===== config.mk =====
export PLATFORM = sky130hd
export DESIGN_NAME = spi_mem_frontend
export DESIGN_NICKNAME = d
export VERILOG_FILES = /design/src/rtl/sfe_pkg.sv /design/src/rtl/sfe_sync.sv /design/src/rtl/sfe_ctrl.sv /design/src/rtl/sfe_rx.sv /design/src/rtl/sfe_tx.sv /design/src/rtl/spi_mem_frontend.sv
export SDC_FILE = /design/constraint.sdc
export NUM_CORES = 1
export LEC_CHECK = 0
export BUFFER_PORTS_ARGS = -buffer_cell sky130_fd_sc_hd__buf_2
export CORE_MARGIN = 1
export CORE_UTILIZATION = 45
export DETAILED_ROUTE_END_ITERATION = 10
export GPL_ROUTABILITY_DRIVEN = 1
export MAX_ROUTING_LAYER = met4
export PLACE_DENSITY = 0.62
export SETUP_SLACK_MARGIN = 0.5
export SYNTH_ARGS = -nofsm -noshare
export SYNTH_HDL_FRONTEND = slang
export SYNTH_HIERARCHICAL = 1
export SYNTH_SLANG_ARGS = --single-unit

===== constraint.sdc =====
create_clock -name clk -period 1.8 [get_ports clk]
set_input_delay 0.27 -clock clk [delete_from_list [all_inputs] [get_ports clk]]
set_output_delay 0.27 -clock clk [all_outputs]
set_load 0.03 [all_outputs]

===== src/rtl/sfe_pkg.sv =====
package sfe_pkg;
  // qualified serial clock events, one cycle wide, in the system domain
  typedef struct packed {
    logic rise;
    logic fall;
  } sck_ev_t;

  localparam int unsigned SFE_MIN_SYNC = 2;
endpackage


===== src/rtl/sfe_sync.sv =====
module sfe_sync #(
  parameter int unsigned W       = 4,
  parameter int unsigned STAGES  = 2,
  parameter logic [W-1:0] RST_VAL = '0
) (
  input  logic         clk,
  input  logic         rst_n,
  input  logic [W-1:0] d,
  output logic [W-1:0] q
);
  generate
    for (genvar i = 0; i < W; i++) begin : g_bit
      logic [STAGES-1:0] chain_q;
      always_ff @(posedge clk or negedge rst_n) begin
        if (!rst_n) chain_q <= {STAGES{RST_VAL[i]}};
        else        chain_q <= {chain_q[STAGES-2:0], d[i]};
      end
      assign q[i] = chain_q[STAGES-1];
    end
  endgenerate
endmodule


===== src/rtl/sfe_ctrl.sv =====
module sfe_ctrl
  import sfe_pkg::*;
(
  input  logic    clk,
  input  logic    rst_n,
  input  logic    s_cs_n,
  input  logic    s_sck,
  input  logic    s_hold_n,
  output logic    frame_on,
  output logic    hold_act,
  output sck_ev_t ev
);
  logic sck_q, cs_q, frame_q, hold_q, armed_q;
  logic frame_d, hold_d, armed_d;
  logic rise_raw, fall_raw, live;

  always_comb begin
    rise_raw = s_sck & ~sck_q;
    fall_raw = ~s_sck & sck_q;
    live     = frame_q & ~s_cs_n & ~hold_q;

    // frame opens only on a seen falling chip select
    frame_d = frame_q;
    if (s_cs_n)                frame_d = 1'b0;
    else if (cs_q && !s_cs_n)  frame_d = 1'b1;

    // pause may begin only with the clock low, ends when released
    if (!frame_q || s_cs_n)    hold_d = 1'b0;
    else if (hold_q)           hold_d = ~s_hold_n;
    else                       hold_d = ~s_hold_n & ~s_sck;

    // falling edges count only after the first rising edge of a frame
    armed_d = armed_q;
    if (!frame_q || s_cs_n)    armed_d = 1'b0;
    else if (live && rise_raw) armed_d = 1'b1;

    ev.rise = live & rise_raw;
    ev.fall = live & fall_raw & armed_q;
  end

  always_ff @(posedge clk or negedge rst_n) begin
    if (!rst_n) begin
      sck_q   <= 1'b0;
      cs_q    <= 1'b0;
      frame_q <= 1'b0;
      hold_q  <= 1'b0;
      armed_q <= 1'b0;
    end else begin
      sck_q   <= s_sck;
      cs_q    <= s_cs_n;
      frame_q <= frame_d;
      hold_q  <= hold_d;
      armed_q <= armed_d;
    end
  end

  assign frame_on = frame_q;
  assign hold_act = hold_q;
endmodule


===== src/rtl/sfe_rx.sv =====
module sfe_rx #(
  parameter int unsigned DATA_W = 8
) (
  input  logic              clk,
  input  logic              rst_n,
  input  logic              frame_on,
  input  logic              rise,
  input  logic              dual_act,
  input  logic              s_si,
  output logic [DATA_W-1:0] rx_byte,
  output logic              rx_valid
);
  localparam int unsigned CW = $clog2(DATA_W);
  localparam logic [CW-1:0] LAST = CW'(DATA_W - 1);

  logic [DATA_W-1:0] sh_q, sh_d, sh_n, byte_q, byte_d;
  logic [CW-1:0]     cnt_q, cnt_d;
  logic              valid_q, valid_d;

  always_comb begin
    sh_n    = {sh_q[DATA_W-2:0], s_si};
    sh_d    = sh_q;
    cnt_d   = cnt_q;
    byte_d  = byte_q;
    valid_d = 1'b0;
    if (!frame_on) begin
      cnt_d = '0;
    end else if (rise && !dual_act) begin
      sh_d  = sh_n;
      cnt_d = cnt_q + 1'b1;
      if (cnt_q == LAST) begin
        byte_d  = sh_n;
        valid_d = 1'b1;
        cnt_d   = '0;
      end
    end
  end

  always_ff @(posedge clk or negedge rst_n) begin
    if (!rst_n) begin
      sh_q    <= '0;
      cnt_q   <= '0;
      byte_q  <= '0;
      valid_q <= 1'b0;
    end else begin
      sh_q    <= sh_d;
      cnt_q   <= cnt_d;
      byte_q  <= byte_d;
      valid_q <= valid_d;
    end
  end

  assign rx_byte  = byte_q;
  assign rx_valid = valid_q;
endmodule


===== src/rtl/sfe_tx.sv =====
module sfe_tx #(
  parameter int unsigned DATA_W = 8
) (
  input  logic              clk,
  input  logic              rst_n,
  input  logic              frame_on,
  input  logic              hold_act,
  input  logic              fall,
  input  logic [DATA_W-1:0] tx_byte,
  input  logic              dual_en,
  output logic              so_out,
  output logic              so_oe,
  output logic              sio_out,
  output logic              sio_oe,
  output logic              tx_req,
  output logic              dual_act
);
  localparam int unsigned CW = $clog2(DATA_W);
  localparam logic [CW-1:0] LIM_ONE = CW'(DATA_W - 1);
  localparam logic [CW-1:0] LIM_TWO = CW'(DATA_W / 2 - 1);

  logic [DATA_W-1:0] sh_q, sh_d;
  logic [CW-1:0]     cnt_q, cnt_d, lim;
  logic              wide_q, wide_d, loaded_q, loaded_d, req_q, req_d;

  always_comb begin
    lim      = wide_q ? LIM_TWO : LIM_ONE;
    sh_d     = sh_q;
    cnt_d    = cnt_q;
    wide_d   = wide_q;
    loaded_d = loaded_q;
    req_d    = 1'b0;
    if (!frame_on) begin
      sh_d     = '0;
      cnt_d    = '0;
      wide_d   = 1'b0;
      loaded_d = 1'b0;
    end else if (fall) begin
      if (cnt_q == lim) begin
        sh_d     = tx_byte;
        wide_d   = dual_en;
        loaded_d = 1'b1;
        cnt_d    = '0;
        req_d    = 1'b1;
      end else begin
        cnt_d = cnt_q + 1'b1;
        sh_d  = wide_q ? {sh_q[DATA_W-3:0], 2'b00} : {sh_q[DATA_W-2:0], 1'b0};
      end
    end
  end

  always_ff @(posedge clk or negedge rst_n) begin
    if (!rst_n) begin
      sh_q     <= '0;
      cnt_q    <= '0;
      wide_q   <= 1'b0;
      loaded_q <= 1'b0;
      req_q    <= 1'b0;
    end else begin
      sh_q     <= sh_d;
      cnt_q    <= cnt_d;
      wide_q   <= wide_d;
      loaded_q <= loaded_d;
      req_q    <= req_d;
    end
  end

  assign sio_out  = sh_q[DATA_W-1];
  assign so_out   = wide_q ? sh_q[DATA_W-2] : sh_q[DATA_W-1];
  assign so_oe    = frame_on & loaded_q & ~hold_act;
  assign sio_oe   = frame_on & loaded_q & ~hold_act & wide_q;
  assign dual_act = frame_on & loaded_q & wide_q;
  assign tx_req   = req_q;
endmodule


===== src/rtl/spi_mem_frontend.sv =====
module spi_mem_frontend
  import sfe_pkg::*;
#(
  parameter int unsigned DATA_W      = 8,
  parameter int unsigned SYNC_STAGES = 2
) (
  input  logic              clk,
  input  logic              rst_n,
  input  logic              cs_n,
  input  logic              sck,
  input  logic              si_in,
  input  logic              hold_n,
  output logic              so_out,
  output logic              so_oe,
  output logic              sio_out,
  output logic              sio_oe,
  output logic [DATA_W-1:0] rx_byte,
  output logic              rx_valid,
  input  logic [DATA_W-1:0] tx_byte,
  output logic              tx_req,
  input  logic              dual_en
);
  localparam int unsigned NSTG = (SYNC_STAGES < SFE_MIN_SYNC) ? SFE_MIN_SYNC : SYNC_STAGES;

  logic [1:0] rst_pipe_q;
  logic       rst_sys_n;
  always_ff @(posedge clk or negedge rst_n) begin
    if (!rst_n) rst_pipe_q <= 2'b00;
    else        rst_pipe_q <= {rst_pipe_q[0], 1'b1};
  end
  assign rst_sys_n = rst_pipe_q[1];

  logic [3:0] pins_s;
  logic       s_cs_n, s_hold_n, s_sck, s_si;

  // order: chip select, pause, clock, data; select resets low so a low pin at reset opens no frame
  sfe_sync #(.W(4), .STAGES(NSTG), .RST_VAL(4'b0100)) u_sync (
    .clk(clk), .rst_n(rst_sys_n),
    .d({cs_n, hold_n, sck, si_in}),
    .q(pins_s)
  );
  assign {s_cs_n, s_hold_n, s_sck, s_si} = pins_s;

  logic    frame_on, hold_act, dual_act;
  sck_ev_t ev;

  sfe_ctrl u_ctrl (
    .clk(clk), .rst_n(rst_sys_n),
    .s_cs_n(s_cs_n), .s_sck(s_sck), .s_hold_n(s_hold_n),
    .frame_on(frame_on), .hold_act(hold_act), .ev(ev)
  );

  sfe_rx #(.DATA_W(DATA_W)) u_rx (
    .clk(clk), .rst_n(rst_sys_n),
    .frame_on(frame_on), .rise(ev.rise), .dual_act(dual_act), .s_si(s_si),
    .rx_byte(rx_byte), .rx_valid(rx_valid)
  );

  sfe_tx #(.DATA_W(DATA_W)) u_tx (
    .clk(clk), .rst_n(rst_sys_n),
    .frame_on(frame_on), .hold_act(hold_act), .fall(ev.fall),
    .tx_byte(tx_byte), .dual_en(dual_en),
    .so_out(so_out), .so_oe(so_oe), .sio_out(sio_out), .sio_oe(sio_oe),
    .tx_req(tx_req), .dual_act(dual_act)
  );
endmodule


==> impl_results.md, run 1 <==
* Status: finished, violations left
* Failing checks: design-rule violations
* Sw Share at 21.5%
* Die Span X at 70.7 µm
* PD cells at 652 mW/mm²
* Cell Area, Placed at 0.00234 mm²
* R2R cell count at 5
* Initial antenna violation count at 0
* Die H at 70.7 µm
* Io pins at 29
* Vias in the first global route at 1536
* Flops & latches, synth at 48
* Clock network power share at 33.7%
* Critical Path Sink Type: flop
* Cell depth of the worst hold path at 1
* Vias/cell at 5.30
* Syn Inst Count at 171
* R2R Path Start: u_ctrl/hold_act
* Final ANT Viol Nets at 0
* GPL Wtd Cong at 0.744
* Hold_ws at 74.6 ps
* Drt drc at 2
* Critical path buffers and inverters at 0
* Drt pass-1 iters at 7
* Fin. max-slew vios at 0
* Mapped Nets at 189
* Leakage at 1.40 nW
* CTS Buffer Depth at 2
* Crit Path Max Fanout at 7
* Starting Density at 47.8%
* CP top delay family: simple AND/OR/NAND/NOR gates
* Gr ovfl total at 0
* Mean Syn Cell Area at 12.4 µm²
* Levels on crit path at 5
* Startpoint Class: flop
* GRT Overall Usage at 19.2%
* Setup TNS at 0 ps
* Switching power at 0.000411 W
* CTS Sinks at 48
* Overall power at 0.00191 W
* DP Worst Slack at 60.1 ps
* CTS H-Tree Depth at 2
* Slowest stage cell on the critical path: or3b_4
* VDD IR max at 0.469 mV
* Final-report setup violation count at 0
* Vias at 1506
* Post-synth ARST share at 100%
* Clock Skew at 6.85 ps
* Crit path DAT at 1880 ps
* # diodes at 0
* Total CTS buffers at 5
* Crit path time final at 1710 ps
* Post-synth EDFFs at 0
* Root Buffer: clkbuf_8
* Nets at 249
* Layout cells sized above 1 at 55.2%
* Final WL at 4.44 mm
* Row count at 24
* Combinational fraction of design power at 7.5%
* Pint at 0.00150 W
* RR Endpoint: u_rx/sh_q[6]
* Clk Latency, worst-skew pair at 290 ps
* Design Area, Final at 0.00293 mm²
* CP Data Required Time at 1970 ps
* Largest net degree at the start of global routing at 19
* Synth cell types at 41
* Area of the mapped netlist at 0.00212 mm²
* Tcrit/Tclk final at 94.8%
* Seq/Total Area, Yosys at 56.7%
* Core area at 0.00444 mm²
* CTS tree: yes
* Crit path to: u_rx/sh_q[6]
* Crit path cell chain: or3b_4 > nor2_4 > nor2b_4 > nand2_2 > mux2_2
* Final worst slack at 94.5 ps
* Crit-path max cell delay at 420 ps
* Top FF cell, synth: dfrtp_1
* First-pass GRT wire length at 7.20 mm
* Fmax at 586 MHz
* Hold Path Class: input pin to flop
* Syn-to-layout area delta at 38.1%
* Synth Warn # at 6
* Reg power frac at 58.8%
* RSZ-0062 raised after global routing: true
* R2R Setup Slk at 90 ps
* Detailed placement HPWL at 2.66 mm
* Final Hold Vio Count at 0
* Total die area at 0.00500 mm²
* Max cap viols at 0
* Routed WL per cell at 15.6 µm
* Drt first-iter violations at 68
* CTS clk-pin slew, worst paths at 80 ps
* Crit. Startpoint: u_ctrl/hold_act
* Crit path kind: flop to flop
* Port bufs at 28
[layer usage]
layer	GRT usage [%]	part of all wire (%)	up-vias
li1	-	-	717
met1	23.5	43	760
met2	31.4	53	25
met3	3.99	2.6	4
met4	7.33	1.3	0
met5	-	0	-
[cell usage after synthesis (4+ instances only)]
master / instances / area (µm²)
nand2_1: 11 / 41.3
mux2_2: 14 / 158
nor2_1: 6 / 22.5
nand3b_1: 4 / 30.0
dfrtp_1: 46 / 1150
nand2b_1: 4 / 25.0
mux2i_1: 9 / 90.1
o311ai_1: 5 / 43.8
clkbuf_1: 4 / 15.0
nand3_1: 7 / 35.0
buf_4: 4 / 30.0
nor2b_1: 7 / 43.8
and3_1: 8 / 50.1
[cell families (layout without fill, tap and decap cells)]
kind of cell | Yosys count | count (layout) | synth area share (%)
and+or+nand+nor | 58 | 59 | 16.1
xor gates and xnor gates | 1 | 1 | 0.412
adders and majority gates | 3 | 3 | 1.77
AOI/OAI and AO/OA | 19 | 19 | 7.07
DFF | 48 | 48 | 56.7
muxes | 25 | 25 | 13.1
other | 1 | 1 | 0.177
buffers and inverters | 16 | 76 | 4.77
[final cells by class]
cell class                 count  area, µm²
clock buffer                   7       86.3
fill                         348       1510
timing repair buffer          66        558
inverter                       2       7.51
tap                           52       65.1
clock inverter                 1       7.51
multi-input combinational    108       1000
sequential                    48       1210
[through the flow]
step,instances,util (%)
after floorplan,171,-
after global routing,284,66.0
after global placement,247,52.6
after detailed placement,247,52.6
after CTS,272,61.0
final,284,66.0
[worst min path at each step]
stage	start	end	slack, ps
6_report	hold_n	u_sync/g_bit[2].chain_q[0]	70
5_1_grt	hold_n	u_sync/g_bit[2].chain_q[0]	60
3_5_place_dp	rst_n	rst_pipe_q[0]	60
4_1_cts	hold_n	u_sync/g_bit[2].chain_q[0]	60
3_3_place_gp	rst_n	rst_pipe_q[0]	50
2_1_floorplan	rst_n	rst_pipe_q[0]	-30
[sequential cells by signal, indices dropped and copies added (netlist names), 2 cells and up]
register,cells
u_rx/rx_byte,8
u_sync/g_bit.chain_q,8
u_tx/sh_q,8
u_rx/sh_q,7
u_rx/cnt_q,3
u_tx/cnt_q,3
rst_pipe_q,2
[cells in the final DEF (no fill, tap or decap), types with 5 or more instances in the layout]
cell type / instances
mux2_2: 13
dfrtp_1: 43
nand2_1: 7
buf_4: 20
buf_6: 16
mux2i_1: 9
nand3_2: 5
and3_4: 5
nor2b_1: 7
buf_2: 25
clkbuf_8: 6
[what timing repair did]
action	4_1_cts	5_1_grt
resized for setup	35	25
hold buffers	1	0
pin swaps	11	14
setup endpoints to repair	36	36
buffers inserted	11	12
hold endpoints to repair	2	0
gates cloned	5	0
[power groups by stage]
stage	combinational [W]	sequential (W)	clock, W
after floorplan	0.0000380	0.00115	0
after CTS	0.000111	0.00113	0.000675
after global placement	0.0000719	0.00114	0
final	0.000144	0.00112	0.000644
after global routing	0.000156	0.00113	0.000708
after detailed placement	0.0000755	0.00115	0
No activity file was read; power rests on OpenSTA's default activity.
==> run 2: changes to the inputs <==
--- a/config.mk
+++ b/config.mk
@@ -11,7 +11,7 @@
 export DETAILED_ROUTE_END_ITERATION = 10
 export GPL_ROUTABILITY_DRIVEN = 1
 export MAX_ROUTING_LAYER = met4
-export PLACE_DENSITY = 0.62
+export PLACE_DENSITY_LB_ADDON = 0.25
 export SETUP_SLACK_MARGIN = 0.5
 export SYNTH_ARGS = -nofsm -noshare
 export SYNTH_HDL_FRONTEND = slang
==> run 2 against run 1 <==
The run still ends with design-rule violations left. Flip-flop and latch count unchanged. Combinational power shrank 18%. Sequential share of layout area grew 0.59 points. Global-route usage up 0.72 points. Via count decreased by 0.93%. Non-clock buffer count is 5 lower. Clock skew down 2.3 ps. Wire length grew 0.72%. Power grew 4.6%. Design area decreased by 1.4%. First-iteration DRC count decreased by 1.5%. Clock power is 17% higher.
==> impl_results.md, run 2 (synthesized netlist as in run 1, its figures left out) <==
* CP Data Required Time at 1980 ps
* Grt peak-use layer: met2
* Total CTS buffers at 5
* Most common cell after layout, fill and taps aside: dfrtp_1
* Failing checks: design-rule violations
* Row count at 24
* M3 GR Usage at 4.56%
* Vias at 1492
* Tcrit/Tclk final at 97.0%
* CTS tree: yes
* Design Area, Final at 0.00289 mm²
* Root Buffer: clkbuf_8
* Drt drc at 8
* Leakage at 1.41 nW
* Nets at 244
* CP top delay family: simple AND/OR/NAND/NOR gates
* Crit path to: u_rx/rx_byte[4]
* Setup TNS at 0 ps
* Core area at 0.00444 mm²
* Met2 Usage GRT at 34.3%
* Die H at 70.7 µm
* Clock Skew at 4.55 ps
* Routing usage on met1 at 21.9%
* Starting Density at 47.8%
* Max cap viols at 0
* R2R cell count at 6
* PD cells at 692 mW/mm²
* Largest net degree at the start of global routing at 25
* Crit Path Max Fanout at 4
* Hold Path Class: input pin to flop
* GPL Wtd Cong at 0.805
* Most frequent cells in the layout: dfrtp_1, buf_2, buf_4, buf_6, mux2_2
* Placed Instances at 247
* First-pass GRT wire length at 7.31 mm
* Final std cells w/o fill at 279
* Crit path DAT at 1930 ps
* GRT Overall Usage at 19.9%
* Startpoint Class: flop
* CTS Buffer Depth at 2
* R2R Setup Slk at 50 ps
* Crit path cell chain: or3b_4 > nor2_4 > nor2b_4 > buf_6 > nand3_4 > mux2_2
* Clk Latency, worst-skew pair at 300 ps
* Final WL at 4.47 mm
* Final ANT Viol Nets at 0
* CTS clk-pin slew, worst paths at 90 ps
* # diodes at 0
* Fmax at 573 MHz
* Layout cells sized above 1 at 52.0%
* Final-report setup violation count at 0
* VDD IR max at 0.655 mV
* Critical Path Sink Type: flop
* Crit-path max cell delay at 420 ps
* Io pins at 29
* Syn-to-layout area delta at 36.2%
* Cell Area, Placed at 0.00235 mm²
* Detailed placement HPWL at 2.67 mm
* CTS Sinks at 48
* Critical path buffers and inverters at 1
* Levels on crit path at 6
* Routed WL per cell at 16.0 µm
* Status: finished, violations left
* RR Endpoint: u_rx/rx_byte[4]
* Hold_ws at 61.3 ps
* Die Span X at 70.7 µm
* R2R Path Start: u_ctrl/hold_act
* Worst-Margin Slew at 516 ps
* Drt pass-1 iters at 7
* Final Hold Vio Count at 0
* Drt first-iter violations at 67
* Total die area at 0.00500 mm²
* Initial antenna violation count at 0
* CTS H-Tree Depth at 2
* Crit path time final at 1750 ps
* Vias in the first global route at 1558
* Port bufs at 28
* Crit path kind: flop to flop
* Slowest stage cell on the critical path: or3b_4
* Hold path start: hold_n
* Fin. max-slew vios at 0
* Worst rel slew slack at 65.6%
* Gr ovfl total at 0
* Crit. Startpoint: u_ctrl/hold_act
* RSZ-0062 raised after global routing: true
* Vias/cell at 5.35
* Overall power at 0.00200 W
[run 2: cell count changes in the layout (fill, tap and decap cells not counted), moves of 2 or more]
cell,change
and3_1,+4
o311ai_1,-2
o311ai_2,+2
and3_4,-4
nand3_1,+3
buf_4,-2
buf_6,-3
nand3_2,-4
[run 2: metrics by stage]
| stage | util (%) | setup WS (ps) |
|---|---|---|
| global route | 65.1 | -11.3 |
| global placement | 52.8 | 80.6 |
| detailed placement | 52.8 | 24.2 |
| finish | 65.1 | 53.4 |
| floorplan | - | 64.6 |
| CTS | 61.0 | 32.0 |
[run 2: where the power goes]
part           switching, W  leakage (nW)  internal, W
clock network      0.000343        0.0552     0.000412
registers         0.0000241         0.634      0.00110
logic             0.0000509         0.722    0.0000673
total              0.000418          1.41      0.00158
[run 2: layout make-up]
| class | instances | area [µm²] |
|---|---|---|
| fillers | 324 | 1550 |
| flip-flops and latches | 48 | 1210 |
| multi-input cells | 108 | 1000 |
| repair buffers | 61 | 504 |
| clock buffers | 6 | 72.6 |
| well taps | 52 | 65.1 |
| clock inverters | 2 | 35.0 |
| inverters | 2 | 7.51 |
[run 2: worst min-delay path by stage]
stage	slack, ps	cells past startpoint	to
2_1_floorplan	-30	0	rst_pipe_q[0]
6_report	60	1	u_sync/g_bit[2].chain_q[0]
3_5_place_dp	60	1	rst_pipe_q[0]
5_1_grt	40	1	u_sync/g_bit[2].chain_q[0]
3_3_place_gp	50	1	rst_pipe_q[0]
4_1_cts	60	1	u_sync/g_bit[2].chain_q[0]
[run 2: what timing repair did]
action / 4_1_cts / 5_1_grt
endpoints found under the hold margin: 2 / 0
setup buffers: 7 / 12
gates cloned: 4 / 0
pin swaps: 15 / 5
gates resized for setup: 30 / 25
setup endpoints to repair: 36 / 36
hold buffers: 1 / 0
[run 2: routing by layer]
layer | vias to the layer above | share of wire (%)
met5 | - | 0
li1 | 706 | -
met2 | 34 | 54
met3 | 8 | 4.0
met1 | 744 | 40
met4 | 0 | 1.8
[run 2: worst reg2reg max path: cells and delay by family (launching register included)]
| kind | cells | cell delay (ps) |
|---|---|---|
| muxes | 1 | 290 |
| and+or+nand+nor | 4 | 820 |
| buffers and inverters | 1 | 140 |
| DFF | 1 | 390 |
